### src/rtl/trace_ts_pkg.sv
package trace_ts_pkg;
  localparam int TS_LVL_W_DEF  = 4;
  localparam int TS_BYTE_W_DEF = 12;

  // sources that can ask for a timestamp in a given cycle
  typedef struct packed {
    logic ival_hit;
    logic sync_hit;
  } ts_src_t;
endpackage

### src/rtl/ts_interval_ctr.sv
module ts_interval_ctr #(
  parameter int LVL_W = trace_ts_pkg::TS_LVL_W_DEF
) (
  input  logic             clk,
  input  logic             rst_n,
  input  logic             cfg_load,
  input  logic [LVL_W-1:0] level_in,
  output logic             expiry_o,
  output logic             active_o
);
  // the highest code switches the counter off, so the top usable level is 2^LVL_W-2
  localparam int CNT_W = (1 << LVL_W) - 2;
  localparam logic [LVL_W-1:0] LVL_OFF = '1;

  logic [LVL_W-1:0] level_q;
  logic [CNT_W-1:0] cnt_q;

  function automatic logic [CNT_W-1:0] reload_of(input logic [LVL_W-1:0] lvl);
    logic [CNT_W:0] pow;
    logic [CNT_W:0] val;
    pow = (CNT_W+1)'(1) << lvl;
    val = pow - 1'b1;
    return val[CNT_W-1:0];
  endfunction

  assign active_o = (level_q != LVL_OFF);
  assign expiry_o = active_o && !cfg_load && (cnt_q == '0);

  always_ff @(posedge clk) begin
    if (!rst_n) begin
      level_q <= LVL_OFF;
      cnt_q   <= '0;
    end else if (cfg_load) begin
      level_q <= level_in;
      cnt_q   <= (level_in == LVL_OFF) ? '0 : reload_of(level_in);
    end else if (active_o) begin
      if (cnt_q == '0) cnt_q <= reload_of(level_q);
      else             cnt_q <= cnt_q - 1'b1;
    end
  end

  p_countdown_r2: assert property (@(posedge clk) disable iff (!rst_n)
    (active_o && !cfg_load && cnt_q != '0) |=> (cnt_q == $past(cnt_q) - 1'b1));

  p_off_hold_r4: assert property (@(posedge clk) disable iff (!rst_n)
    (!active_o && !cfg_load) |=> ($stable(cnt_q) && !expiry_o));
endmodule

### src/rtl/ts_sync_ctr.sv
module ts_sync_ctr #(
  parameter int BYTE_W = trace_ts_pkg::TS_BYTE_W_DEF
) (
  input  logic clk,
  input  logic rst_n,
  input  logic byte_stb,
  output logic sync_hit_o
);
  localparam logic [BYTE_W-1:0] LAST_BYTE = '1;

  logic [BYTE_W-1:0] bytes_q;

  // the strobe that completes a block raises the hit
  assign sync_hit_o = byte_stb && (bytes_q == LAST_BYTE);

  always_ff @(posedge clk) begin
    if (!rst_n)        bytes_q <= '0;
    else if (byte_stb) bytes_q <= bytes_q + 1'b1;
  end

  p_byte_step_r5: assert property (@(posedge clk) disable iff (!rst_n)
    byte_stb |=> (bytes_q == $past(bytes_q) + 1'b1));

  p_byte_hold_r10: assert property (@(posedge clk) disable iff (!rst_n)
    !byte_stb |=> $stable(bytes_q));
endmodule

### src/rtl/ts_req_merge.sv
module ts_req_merge
  import trace_ts_pkg::*;
(
  input  logic    clk,
  input  logic    rst_n,
  input  logic    ts_en,
  input  ts_src_t src,
  output logic    ts_req_o,
  output logic    sync_req_o
);
  logic any_src;
  assign any_src = src.ival_hit | src.sync_hit;

  always_ff @(posedge clk) begin
    if (!rst_n) begin
      ts_req_o   <= 1'b0;
      sync_req_o <= 1'b0;
    end else begin
      ts_req_o   <= ts_en && any_src;
      sync_req_o <= src.sync_hit;
    end
  end

  p_no_ts_disabled_r7: assert property (@(posedge clk) disable iff (!rst_n)
    !ts_en |=> !ts_req_o);

  p_sync_gives_ts_r6: assert property (@(posedge clk) disable iff (!rst_n)
    ts_en |=> (sync_req_o |-> ts_req_o));

  p_sync_single_r5: assert property (@(posedge clk) disable iff (!rst_n)
    sync_req_o |=> !sync_req_o);
endmodule

### src/rtl/trace_ts_request_gen.sv
module trace_ts_request_gen
  import trace_ts_pkg::*;
#(
  parameter int LVL_W  = TS_LVL_W_DEF,
  parameter int BYTE_W = TS_BYTE_W_DEF
) (
  input  logic             clk,
  input  logic             rst_n,
  input  logic             ts_en,
  input  logic [LVL_W-1:0] ival_level,
  input  logic             cfg_load,
  input  logic             trace_byte_stb,
  output logic             ts_req,
  output logic             sync_req,
  output logic             ival_active
);
  ts_src_t src;

  ts_interval_ctr #(.LVL_W(LVL_W)) u_ival (
    .clk      (clk),
    .rst_n    (rst_n),
    .cfg_load (cfg_load),
    .level_in (ival_level),
    .expiry_o (src.ival_hit),
    .active_o (ival_active)
  );

  ts_sync_ctr #(.BYTE_W(BYTE_W)) u_sync (
    .clk        (clk),
    .rst_n      (rst_n),
    .byte_stb   (trace_byte_stb),
    .sync_hit_o (src.sync_hit)
  );

  ts_req_merge u_merge (
    .clk        (clk),
    .rst_n      (rst_n),
    .ts_en      (ts_en),
    .src        (src),
    .ts_req_o   (ts_req),
    .sync_req_o (sync_req)
  );

  // with the counter idle, a timestamp can only come from a sync point
  p_idle_only_sync_r4: assert property (@(posedge clk) disable iff (!rst_n)
    (!ival_active && !cfg_load && !src.sync_hit) |=> !ts_req);

  p_load_no_expiry_r9: assert property (@(posedge clk) disable iff (!rst_n)
    (cfg_load && !src.sync_hit) |=> !ts_req);
endmodule

### config.mk
export PLATFORM = sky130hd
export DESIGN_NAME = trace_ts_request_gen
export DESIGN_NICKNAME = d
export VERILOG_FILES = /design/src/rtl/trace_ts_pkg.sv /design/src/rtl/ts_interval_ctr.sv /design/src/rtl/ts_sync_ctr.sv /design/src/rtl/ts_req_merge.sv /design/src/rtl/trace_ts_request_gen.sv
export SDC_FILE = /design/constraint.sdc
export NUM_CORES = 1
export LEC_CHECK = 0
export BUFFER_PORTS_ARGS = -buffer_cell sky130_fd_sc_hd__buf_2
export CAP_MARGIN = 10
export CORE_MARGIN = 1
export CORE_UTILIZATION = 30
export DETAILED_ROUTE_END_ITERATION = 12
export PLACE_DENSITY = 0.52
export SYNTH_ARGS = -nofsm -noshare
export SYNTH_HDL_FRONTEND = slang
export SYNTH_HIERARCHICAL = 1
export SYNTH_SLANG_ARGS = --single-unit
### constraint.sdc
create_clock -name clk -period 5.8 [get_ports clk]
set_clock_uncertainty 0.1 [all_clocks]
set_input_delay 0.58 -clock clk [delete_from_list [all_inputs] [get_ports clk]]
set_output_delay 0.58 -clock clk [all_outputs]
set_load 0.1 [all_outputs]
# ---- After elaboration in Yosys (flattened, before gate mapping)
# Cells that the tools add are included.
dict set report totals {
  register_bits 32
  inputBits 9
  output_inout_bits 3
  wordCells 26
}
dict set report classes {
  n_addsub 4
  eq_ne 3
  shift 2
  mux 4
  bitwise_logic 1
  reduce_logical 7
}
# cell count
set ops {}
lappend ops {{2-to-1 mux 14 bit} 4}
lappend ops {{subtractor 14 x 1 -> 14 bit (second input constant)} 3}
lappend ops {{<< shifter 1 x 4 -> 14 bit (first input constant)} 2}
lappend ops {{zero test 14 bit} 1}
lappend ops {{adder 12 x 1 -> 12 bit (second input constant)} 1}
lappend ops {{equality test 12 bit (second input constant)} 1}
lappend ops {{equality test 4 bit (second input constant)} 1}
lappend ops {{logical AND 1 bit} 4}
lappend ops {{inequality test 4 bit (second input constant)} 1}
lappend ops {{nonzero test 2 bit} 1}
lappend ops {{zero test 1 bit} 1}
lappend ops {{OR 1 bit} 1}

# ---- Depth between registers and ports, before layout
# Gate-level depths: netlist of the first run.
dict set report depth {
  depth_word 5
  mapped_depth 12
  ltp_nobuf 10
}

# ---- Cells and area by module
# Netlist of the first run, hierarchy kept.
# module n_inst cells_per_inst area_each_um2 seq_area_each_um2
set by_module_without_submodules {}
lappend by_module_without_submodules {ts_interval_ctr 1 219 1577.8 360.3}
lappend by_module_without_submodules {ts_sync_ctr 1 61 555.5 240.2}
lappend by_module_without_submodules {ts_req_merge 1 4 57.6 40.0}

# ---- Least setup slack after synthesis of the first run
# No wires, ideal clock.
dict set report synth_timing {
  path_type {input -> register}
  start {in ival_level[2]}
  end {reg u_ival.cnt_q[8]}
  setup_time_ps 115
  t_arrival_ps 2439
  required_time_ps 5585
  path_slack_ps 3147
  path_stages 11
  cell_sequence {clkbuf_1 -> clkbuf_1 -> nor2_1 -> nand3b_1 -> ha_1 -> clkbuf_1 -> nor2_1 -> a22o_1 -> a21oi_1 -> o21ai_0 -> o21a_1}
}
dict set report synth_between {
  elab_chain_cells 4
  elab_cells_between_ends 5
}
# item line_no
set synth_lines {}
lappend synth_lines {{from (decl)} trace_ts_request_gen.sv:10} ;# input logic [LVL_W-1:0] ival_level,
lappend synth_lines {{<< shifter 1 x 4 -> 14 bit} ts_interval_ctr.sv:21} ;# pow = (CNT_W+1)'(1) << lvl;
lappend synth_lines {{subtractor 14 x 1 -> 14 bit} ts_interval_ctr.sv:22} ;# val = pow - 1'b1;
lappend synth_lines {{2-to-1 mux 14 bit (*)} ts_interval_ctr.sv:35} ;# cnt_q <= (level_in == LVL_OFF) ? '0 : reload_of(level_in);
lappend synth_lines {{2-to-1 mux 14 bit (*)} ts_interval_ctr.sv:33} ;# end else if (cfg_load) begin
lappend synth_lines {{to (signal assigned)} ts_interval_ctr.sv:35}
lappend synth_lines {{to (signal assigned)} ts_interval_ctr.sv:37} ;# if (cnt_q == '0) cnt_q <= reload_of(level_q);
lappend synth_lines {{to (signal assigned)} ts_interval_ctr.sv:38} ;# else cnt_q <= cnt_q - 1'b1;
lappend synth_lines {{to (decl)} ts_interval_ctr.sv:16} ;# logic [CNT_W-1:0] cnt_q;
# Mark *: on every way between the ends. The rest lies on a longest branch, timed or not.
# A chain may end at the register's enable or synchronous reset.

# ---- Worst setup path in the final report of the first run
dict set report layout_timing {
  start {reg u_ival.cnt_q[9]}
  end {reg u_ival.cnt_q[6]}
}
dict set report layout_between {
  elab_chain_cells 4
}
# item line_no
set layout_lines {}
lappend layout_lines {{zero test 14 bit} ts_interval_ctr.sv:37}
lappend layout_lines {{2-to-1 mux 14 bit} ts_interval_ctr.sv:37}
lappend layout_lines {{2-to-1 mux 14 bit} ts_interval_ctr.sv:36} ;# end else if (active_o) begin
lappend layout_lines {{2-to-1 mux 14 bit} ts_interval_ctr.sv:33}
# No other way between the ends. The select of a mux whose other input is x is not followed.

==> flow_metrics.env, run 1 <==
export IMPL_endpoint_kind="flip-flop"
export IMPL_layout_commonest_cell="dfxtp_1"
export IMPL_critPathLaunchType="flip-flop"
export IMPL_viasPerCell=5.517
export IMPL_maxCapViolCount=0
export IMPL_coreArea_sq_um=6907
export IMPL_hold_violations=0
export IMPL_areaGrowthSynthToFinish_pct=8.909
export IMPL_min_delay_start="u_sync/bytes_q[11]"
export IMPL_die_h_microns=87.46
export IMPL_clkLatencyLatePin_ns=0.28
export IMPL_overflow=0
export IMPL_ys_types=56
export IMPL_critPathMaxFanout=7
export IMPL_dp_slack_ns=2.849
export IMPL_sw_frac_of_total_pct=33.67
export IMPL_clock_power_share_pct=30.9
export IMPL_initialDrtViolationCount=123
export IMPL_path_clk_slew_ns=0.07
export IMPL_n_fill_cell=762
export IMPL_drive_gt1_share_pct=11.58
export IMPL_synth_area_sq_um=2191
export IMPL_antenna_found_initial=0
export IMPL_postSynthAreaPerCell_sq_um=7.714
export IMPL_ios=12
export IMPL_timing_rr_start="u_ival/cnt_q[9]"
export IMPL_fin_ws_ns=2.810
export IMPL_synth_enable_flop_cells=0
export IMPL_first_pass_iters=4
export IMPL_drt_total_wl_microns=5876
export IMPL_track_usage_pct=16.79
export IMPL_max_freq_ghz=0.3344
export IMPL_critPathArrivalTime_ns=3.05
export IMPL_powerDensity_nw_per_um2=244.4
export IMPL_internal_power_mw=0.3868
export IMPL_max_slew_margin_pct=47.30
export IMPL_ctsHoldBuffers=0
export IMPL_cts_resized=0
export IMPL_post_cts_buffers=0
export IMPL_post_route_period_util_pct=51.55
export IMPL_tightest_slew_ns=0.7852
export IMPL_die_area_sq_um=7648
export IMPL_clk_path_buf_depth=2
export IMPL_async_reset_ff_share_pct=0
export IMPL_dr_total_vias=2102
export IMPL_final_setup_viol_count=0
export IMPL_yosysWarnings=6
export IMPL_port_buffer_count=11
export IMPL_numCtsBuffers=5
export IMPL_combinationalPowerShare_pct=26.1
export IMPL_synth_fp_nets=296
export IMPL_drv_slew=0
export IMPL_die_w_microns=87.46
export IMPL_wl_per_cell_microns=15.42
export IMPL_rsz0062_at_grt="false"
export IMPL_wl_met2_microns=2514
export IMPL_hold_class="flip-flop to flip-flop"
export IMPL_tns_ns=0
export IMPL_tritoncts="done"
export IMPL_share_seq_of_total_power_pct=43.0
export IMPL_place_gp_congestion=0.8270
export IMPL_first_global_vias=1982
export IMPL_fin_crit_ns=2.990
export IMPL_leakage_nw=0.8528
export IMPL_grt_max_degree=26
export IMPL_crit_type="flip-flop to flip-flop"
export IMPL_cts_sinks=32
export IMPL_ys_ff_latch=32
export IMPL_max_vdd_ir_drop_mv=0.06958
export IMPL_postRouteAntennaNets=0
export IMPL_cp_startpoint="u_ival/cnt_q[9]"
export IMPL_route_detailed_drc=0
export IMPL_cts_root_buf="clkbuf_8"
export IMPL_top_layer_used="met4"
export IMPL_netSwitchingPower_mw=0.1963
export IMPL_layout_common_cells="dfxtp_1 (32), a21oi_1 (27), nor2_1 (22), nand2_1 (22), o21ai_0 (17)"
export IMPL_final_util_pct=34.55
export IMPL_start_util_pct=31.72
export IMPL_num_rows=30
export IMPL_grt_pass1_wl_microns=9908
export IMPL_worstPathRequired_ns=5.86
export IMPL_wl_met3_microns=257
export IMPL_wl_met1_microns=2968
export IMPL_seq_area_frac_synth_pct=29.24
export IMPL_hpwl_microns=4221
export IMPL_antenna_cells=0
export IMPL_htreeDepth=2
export IMPL_status="complete, no violations"
export IMPL_synth_cells=284
export IMPL_ys_dominant_reg_cell="dfxtp_1"
export IMPL_layout_nets=296
-- synthesized netlist by cell type, types with 6 or more instances --
| cell | instances | area (sq um) |
|---|---|---|
| nor3_1 | 9 | 45.04 |
| xor2_1 | 7 | 61.31 |
| nor2b_1 | 7 | 43.79 |
| clkbuf_1 | 16 | 60.06 |
| nor2_1 | 22 | 82.58 |
| nand2_1 | 22 | 82.58 |
| a21oi_1 | 27 | 135.1 |
| o21ai_0 | 17 | 85.08 |
| inv_1 | 7 | 26.28 |
| a31oi_1 | 13 | 81.33 |
| xnor2_1 | 6 | 52.55 |
| dfxtp_1 | 32 | 640.6 |
| nand3_1 | 7 | 35.03 |
-- power groups by stage --
stage,clock (mW),sequential [mW],combinational (mW)
3_5_place_dp,0,0.255,0.150
4_1_cts,0.186,0.251,0.151
3_3_place_gp,0,0.256,0.150
5_1_grt,0.193,0.253,0.169
6_report,0.180,0.251,0.152
2_1_floorplan,0,0.249,0.121
-- layer usage --
layer / vias to the layer above / global-route usage, %
met5: - / 0
met1: 977 / 23.15
li1: 1059 / -
met2: 53 / 24.93
met4: 0 / 8.197
met3: 13 / 3.128
-- registers in the layout, summed over array words and instances, names as in the netlist --
name                cells
u_merge/sync_req_o      1
u_merge/ts_req_o        1
u_sync/bytes_q         12
u_ival/level_q          4
u_ival/cnt_q           14
-- cell families (layout without fill, tap and decap cells) --
logic type               after synthesis  count (layout)  share of synthesized area (%)
buffers and inverters                 28              29                          5.255
adder cells (fa/ha/maj)                3               3                          1.713
AND/OR/NAND/NOR                      106             106                          27.58
multiplexers                           6               6                          2.798
flip-flops                            32              32                          29.24
AO/OA/AOI/OAI                         96              96                          28.21
XOR/XNOR                              13              13                          5.197
-- worst paths after layout --
check        depth (start not counted)            endpoint  slack [ns]
min                                  2  u_sync/bytes_q[11]        0.38
max                                 10     u_ival/cnt_q[6]        2.81
max reg2reg                         10     u_ival/cnt_q[6]        2.81
min reg2reg                          2  u_sync/bytes_q[11]        0.38
-- per-stage QoR --
step	instance area (sq um)	std cells	power (mW)	hold slack, ns
after global routing	2386	381	0.6146	0.3985
after CTS	2386	381	0.5870	0.3789
after global placement	2292	373	0.4061	0.3667
final	2386	381	0.5831	0.3825
after floorplan	2191	284	0.3701	0.3500
after detailed placement	2292	373	0.4051	0.3693
-- final cells by class --
class                           instances  area, sq um  area share [%]
Clock buffer                            7        86.33           3.618
Clock inverter                          1        7.507          0.3146
Inverter                                9        33.78           1.416
Multi-Input combinational cell        224         1435           60.15
Sequential cell                        32        640.6           26.85
Tap cell                               96        120.1           5.034
Timing Repair Buffer                   12        62.56           2.622
-- worst max-delay path, cell delays in order (launching register included) --
cell	delay, ns
dfxtp_1	0.38
or3_1	0.27
nor3_1	0.09
and2_1	0.20
a21oi_1	0.20
ha_1	0.25
nand2_1	0.07
a311oi_1	0.66
a21oi_1	0.14
a2111oi_0	0.39
nor3_1	0.10
(Power assumes the default switching activity.)
==> run 2: changes to the inputs <==
==> constraint.sdc (replaced) <==
create_clock -name clk -period 3.1 [get_ports clk]
set_clock_uncertainty 0.1 [all_clocks]
set_input_delay 0.31 -clock clk [delete_from_list [all_inputs] [get_ports clk]]
set_output_delay 0.31 -clock clk [all_outputs]
set_load 0.1 [all_outputs]
==> flow_metrics.env, run 2 (synthesized netlist as in run 1, its figures left out) <==
export IMPL_antenna_cells=0
export IMPL_hold_violations=0
export IMPL_viasPerCell=5.613
export IMPL_drt_total_wl_microns=6040
export IMPL_crit_chain="or4_4 -> nor3_1 -> and2_1 -> a21oi_1 -> ha_1 -> nand2_1 -> a311oi_2 -> a2111oi_0 -> nor3_1"
export IMPL_hold_class="input pin to flip-flop"
export IMPL_crit_family="simple AND/OR/NAND/NOR gates"
export IMPL_rsz0062_at_grt="false"
export IMPL_share_seq_of_total_power_pct=40.2
export IMPL_top_register="u_ival/cnt_q"
export IMPL_post_route_period_util_pct=91.15
export IMPL_max_vdd_ir_drop_mv=0.1660
export IMPL_sw_frac_of_total_pct=32.31
export IMPL_cts_sinks=32
export IMPL_layout_nets=300
export IMPL_cts_resized=0
export IMPL_die_w_microns=87.46
export IMPL_powerDensity_nw_per_um2=477.5
export IMPL_fin_crit_ns=2.826
export IMPL_antenna_found_initial=0
export IMPL_max_stage_delay_ns=0.59
export IMPL_internal_power_mw=0.7875
export IMPL_crit_slowest_cell="or4_4"
export IMPL_cp_num_cells=9
export IMPL_endpoint_kind="flip-flop"
export IMPL_reg_largest_list="u_ival/cnt_q (14), u_sync/bytes_q (12), u_ival/level_q (4)"
export IMPL_netSwitchingPower_mw=0.3759
export IMPL_cp_common_cell="nor3_1"
export IMPL_clock_power_share_pct=34.1
export IMPL_overflow=0
export IMPL_die_h_microns=87.46
export IMPL_areaGrowthSynthToFinish_pct=11.19
export IMPL_maxCapViolCount=0
export IMPL_leakage_nw=0.8841
export IMPL_ios=12
export IMPL_max_freq_ghz=0.3539
export IMPL_worstPathRequired_ns=3.16
export IMPL_first_pass_iters=5
export IMPL_tritoncts="done"
export IMPL_timing_hold_worst_path_depth=2
export IMPL_status="complete, no violations"
export IMPL_port_buffer_count=11
export IMPL_initialDrtViolationCount=145
export IMPL_tightest_slew_ns=0.5857
export IMPL_crit_type="flip-flop to flip-flop"
export IMPL_drv_slew=0
export IMPL_path_clk_slew_ns=0.07
export IMPL_critPathMaxFanout=7
export IMPL_final_util_pct=35.27
export IMPL_clk_path_buf_depth=2
export IMPL_combinationalPowerShare_pct=25.7
export IMPL_ctsHoldBuffers=0
export IMPL_clkLatencyLatePin_ns=0.28
export IMPL_power_mw=1.163
export IMPL_cts_root_buf="clkbuf_8"
export IMPL_layout_commonest_cell="dfxtp_1"
export IMPL_wl_per_cell_microns=15.69
export IMPL_coreArea_sq_um=6907
export IMPL_die_area_sq_um=7648
export IMPL_worstRegToRegCells=9
export IMPL_final_setup_viol_count=0
export IMPL_post_cts_buffers=0
export IMPL_route_detailed_drc=0
export IMPL_htreeDepth=2
export IMPL_start_util_pct=31.72
export IMPL_whs_ns=0.1643
export IMPL_place_gp_congestion=0.9069
export IMPL_track_usage_pct=17.13
export IMPL_grt_max_degree=26
export IMPL_tns_ns=0
export IMPL_hpwl_microns=4363
export IMPL_largest_register_ffs=14
export IMPL_max_slew_margin_pct=60.85
export IMPL_grt_pass1_wl_microns=10150
export IMPL_numCtsBuffers=5
export IMPL_first_global_vias=2007
export IMPL_num_rows=30
export IMPL_critPathArrivalTime_ns=2.89
export IMPL_postRouteAntennaNets=0
export IMPL_drive_gt1_share_pct=13.15
export IMPL_dr_total_vias=2161
export IMPL_worst_path_buf_inv=0
export IMPL_layout_common_cells="dfxtp_1 (32), a21oi_1 (27), nor2_1 (22), nand2_1 (22), o21ai_0 (17)"
export IMPL_critPathLaunchType="flip-flop"
## run 2: layout make-up
cell class                 instances  area, sq um
clock buffer                       6        72.57
clock inverter                     2        35.03
fill                             739         4471
inverter                           9        33.78
multi-input combinational        224         1441
sequential                        32        640.6
tap                               96        120.1
timing repair buffer              16        92.59
## run 2: path summary, 6_finish.rpt
kind,slack [ns],end,startpoint
worst min register to register,0.39,u_sync/bytes_q[10],u_sync/bytes_q[10]
worst min-delay path,0.16,u_merge/ts_req_o,ts_en
worst max register to register,0.27,u_ival/cnt_q[6],u_ival/cnt_q[0]
worst max-delay path,0.27,u_ival/cnt_q[6],u_ival/cnt_q[0]
## run 2: metrics by stage
step	instance area, sq um	cells	setup slack [ns]
6_report	2436	385	0.2743
5_1_grt	2436	385	0.09151
4_1_cts	2430	385	0.1462
3_5_place_dp	2322	377	0.1993
3_3_place_gp	2322	377	0.3206
2_1_floorplan	2191	284	0.5090
## run 2: per-layer routing
metal | track usage, % | vias up | share of wire (%)
li1 | - | 1076 | -
met1 | 24.40 | 999 | 49
met2 | 25.43 | 76 | 43
met3 | 2.749 | 10 | 5.3
met4 | 7.154 | 0 | 2.2
met5 | 0 | - | 0
## run 2: power groups by stage
stage	clock, mW	combinational, mW	sequential, mW
2_1_floorplan	0	0.226	0.467
3_3_place_gp	0	0.294	0.475
3_5_place_dp	0	0.293	0.475
4_1_cts	0.412	0.294	0.466
5_1_grt	0.428	0.330	0.471
6_report	0.397	0.299	0.468
==> run 3: changes to the inputs <==
--- a/config.mk
+++ b/config.mk
@@ -5,6 +5,7 @@
 export SDC_FILE = /design/constraint.sdc
 export NUM_CORES = 1
 export LEC_CHECK = 0
+export ABC_AREA = 1
 export BUFFER_PORTS_ARGS = -buffer_cell sky130_fd_sc_hd__buf_2
 export CAP_MARGIN = 10
 export CORE_MARGIN = 1
==> flow_metrics.env, run 3 <==
export IMPL_synth_top_area_share_pct=26.64
export IMPL_synth_fp_nets=387
export IMPL_crit_chain="nor2_1 -> nand2_2 -> nor2_4 -> nand3_2 -> nand2_2 -> inv_1 -> ha_1 -> xor2_1 -> nand2_1 -> a221oi_1"
export IMPL_critPathArrivalTime_ns=2.14
export IMPL_place_gp_congestion=0.8321
export IMPL_timing_rr_start="u_ival/cnt_q[8]"
export IMPL_min_delay_start="ts_en"
export IMPL_hpwl_microns=4759
export IMPL_postRouteAntennaNets=0
export IMPL_die_w_microns=91.53
export IMPL_start_util_pct=31.12
export IMPL_hold_class="input pin to flip-flop"
export IMPL_first_pass_iters=4
export IMPL_worstRegToRegCells=10
export IMPL_postPlaceCellArea_sq_um=2496
export IMPL_ys_top_cells_by_area="dfxtp_1 (27%), nand2_1 (11%), nor2_1 (9.1%), inv_1 (6.9%), nand3_1 (6.9%)"
export IMPL_timing_hold_worst_path_depth=3
export IMPL_leakage_nw=1.124
export IMPL_grt_max_degree=27
export IMPL_grt_pass1_wl_microns=9963
export IMPL_tritoncts="done"
export IMPL_drive_gt1_share_pct=16.67
export IMPL_status="complete, no violations"
export IMPL_synth_cells=375
export IMPL_port_buffer_count=11
export IMPL_postSynthAreaPerCell_sq_um=6.413
export IMPL_ys_types=38
export IMPL_post_route_period_util_pct=66.15
export IMPL_ctsHoldBuffers=0
export IMPL_largest_register_ffs=14
export IMPL_synth_enable_flop_cells=0
export IMPL_path_clk_slew_ns=0.07
export IMPL_yosysWarnings=6
export IMPL_yosys_cell_count_top_type="nand2_1"
export IMPL_post_cts_buffers=0
export IMPL_coreArea_sq_um=7727
export IMPL_top_register="u_ival/cnt_q"
export IMPL_initialDrtViolationCount=143
export IMPL_drt_total_wl_microns=6111
export IMPL_ys_top_cells_by_count="nand2_1 (71), nor2_1 (58), inv_1 (44), nand3_1 (33), dfxtp_1 (32)"
export IMPL_ys_ff_latch=32
export IMPL_hold_end="u_merge/ts_req_o"
export IMPL_powerDensity_nw_per_um2=470.1
export IMPL_max_stage_delay_ns=0.34
export IMPL_dr_total_vias=2333
export IMPL_endpoint_kind="flip-flop"
export IMPL_timing_rr_end="u_ival/cnt_q[2]"
export IMPL_fin_crit_ns=2.051
export IMPL_critPathLaunchType="flip-flop"
export IMPL_worstPathRequired_ns=3.19
export IMPL_numCtsBuffers=5
export IMPL_ys_dominant_reg_cell="dfxtp_1"
export IMPL_final_setup_viol_count=0
export IMPL_rsz0062_at_grt="false"
export IMPL_cts_sinks=32
export IMPL_viasPerCell=4.800
export IMPL_layout_nets=395
export IMPL_async_reset_ff_share_pct=0
export IMPL_max_vdd_ir_drop_mv=0.2097
export IMPL_overflow=0
export IMPL_cts_root_buf="clkbuf_8"
export IMPL_seq_area_frac_synth_pct=26.64
export IMPL_track_usage_pct=15.18
export IMPL_cp_common_cell="nand2_2"
export IMPL_die_area_sq_um=8378
export IMPL_synth_area_sq_um=2405
export IMPL_num_rows=32
export IMPL_antenna_cells=0
export IMPL_layout_commonest_cell="nand2_1"
export IMPL_layout_common_cells="nand2_1 (71), nor2_1 (58), inv_1 (44)"
export IMPL_critPathMaxFanout=14
export IMPL_first_global_vias=2062
export IMPL_reg_largest_list="u_ival/cnt_q (14), u_sync/bytes_q (12), u_ival/level_q (4)"
export IMPL_die_h_microns=91.53
export IMPL_clk_path_buf_depth=2
export IMPL_maxCapViolCount=0
export IMPL_antenna_found_initial=0
export IMPL_hold_violations=0
export IMPL_cts_resized=0
export IMPL_ios=12
export IMPL_areaGrowthSynthToFinish_pct=8.429
export IMPL_r2r_setup_slack_ns=1.05
export IMPL_yosysTopAreaCell="dfxtp_1"
export IMPL_crit_type="flip-flop to flip-flop"
export IMPL_drv_slew=0
export IMPL_wl_per_cell_microns=12.57
export IMPL_max_slew_margin_pct=67.58
export IMPL_htreeDepth=2
export IMPL_route_detailed_drc=0
export IMPL_tns_ns=0
export IMPL_max_freq_ghz=0.4876
export IMPL_crit_slowest_cell="dfxtp_1"
export IMPL_clkLatencyLatePin_ns=0.29
export IMPL_postLayoutCellArea_sq_um=2608
export IMPL_tightest_slew_ns=0.4897
[run 3: cell count changes after synthesis, sizes merged, moves of 7 or more]
cell    previous run  this run
inv                7        50
or4                7         0
or3                7         0
clkbuf            16         6
nor2              22        72
nor2b              7         0
nand3              7        39
a31oi             13         6
nand2             22        85
[run 3: routing by layer]
| layer | part of all wire [%] | vias to the layer above | track usage, % | wire (microns) |
|---|---|---|---|---|
| met3 | 3.6 | 4 | 2.764 | 220 |
| li1 | - | 1231 | - | - |
| met2 | 49 | 44 | 25.88 | 2974 |
| met5 | 0 | - | 0 | 0 |
| met4 | 0.72 | 0 | 3.836 | 44 |
| met1 | 47 | 1054 | 19.58 | 2872 |
[run 3: cells by family after synthesis]
family / count (synthesis) / share of synthesized area [%]
flip-flops: 32 / 26.64
buffers and inverters: 61 / 11.91
XOR/XNOR: 5 / 1.821
adder cells (fa/ha/maj): 3 / 1.561
AO/OA/AOI/OAI: 66 / 15.97
AND/OR/NAND/NOR: 208 / 42.09
[run 3: area by class of cell]
cell class	instances	area [sq um]
fillers	855	5120
multi-input cells	282	1478
flip-flops and latches	32	640.6
inverters	50	187.7
well taps	102	127.6
clock buffers	5	68.82
repair buffers	12	62.56
clock inverters	3	42.54
[run 3: critical path, delay by kind of cell (launching register included)]
kind / cells / cell delay (ns)
XOR/XNOR: 1 / 0.16
AND/OR/NAND/NOR: 6 / 0.81
AO/OA/AOI/OAI: 1 / 0.25
buffers and inverters: 1 / 0.05
adder cells (fa/ha/maj): 1 / 0.24
flip-flops: 1 / 0.34
[run 3: report_power, final]
group / total [mW] / internal (mW) / switching (mW)
clock: 0.408 / 0.238 / 0.170
combinational: 0.355 / 0.114 / 0.241
sequential: 0.463 / 0.439 / 0.0245
[run 3: worst max-delay path by stage]
stage / start / endpoint / slack (ns) / cells after the start
global placement: ival_level[1] / u_ival/cnt_q[6] / 1.02 / 11
detailed placement: ival_level[1] / u_ival/cnt_q[6] / 1.03 / 11
global route: u_ival/cnt_q[10] / u_ival/cnt_q[2] / 0.78 / 10
CTS: u_ival/cnt_q[5] / u_ival/cnt_q[2] / 1.04 / 10
finish: u_ival/cnt_q[8] / u_ival/cnt_q[2] / 1.05 / 10
floorplan: u_ival/level_q[1] / u_ival/cnt_q[1] / 0.91 / 3
[run 3: stage by stage]
| stage | power, mW | utilization (%) | hold slack [ns] | cells | setup slack, ns |
|---|---|---|---|---|---|
| final | 1.226 | 33.74 | 0.1503 | 486 | 1.049 |
| after global routing | 1.298 | 33.74 | 0.1687 | 486 | 0.7838 |
| after CTS | 1.239 | 33.74 | 0.1464 | 486 | 1.040 |
| after detailed placement | 0.8277 | 32.30 | 0.3686 | 478 | 1.031 |
| after global placement | 0.8270 | 32.30 | 0.3619 | 478 | 1.019 |
| after floorplan | 0.7673 | - | 0.3076 | 375 | 0.9100 |
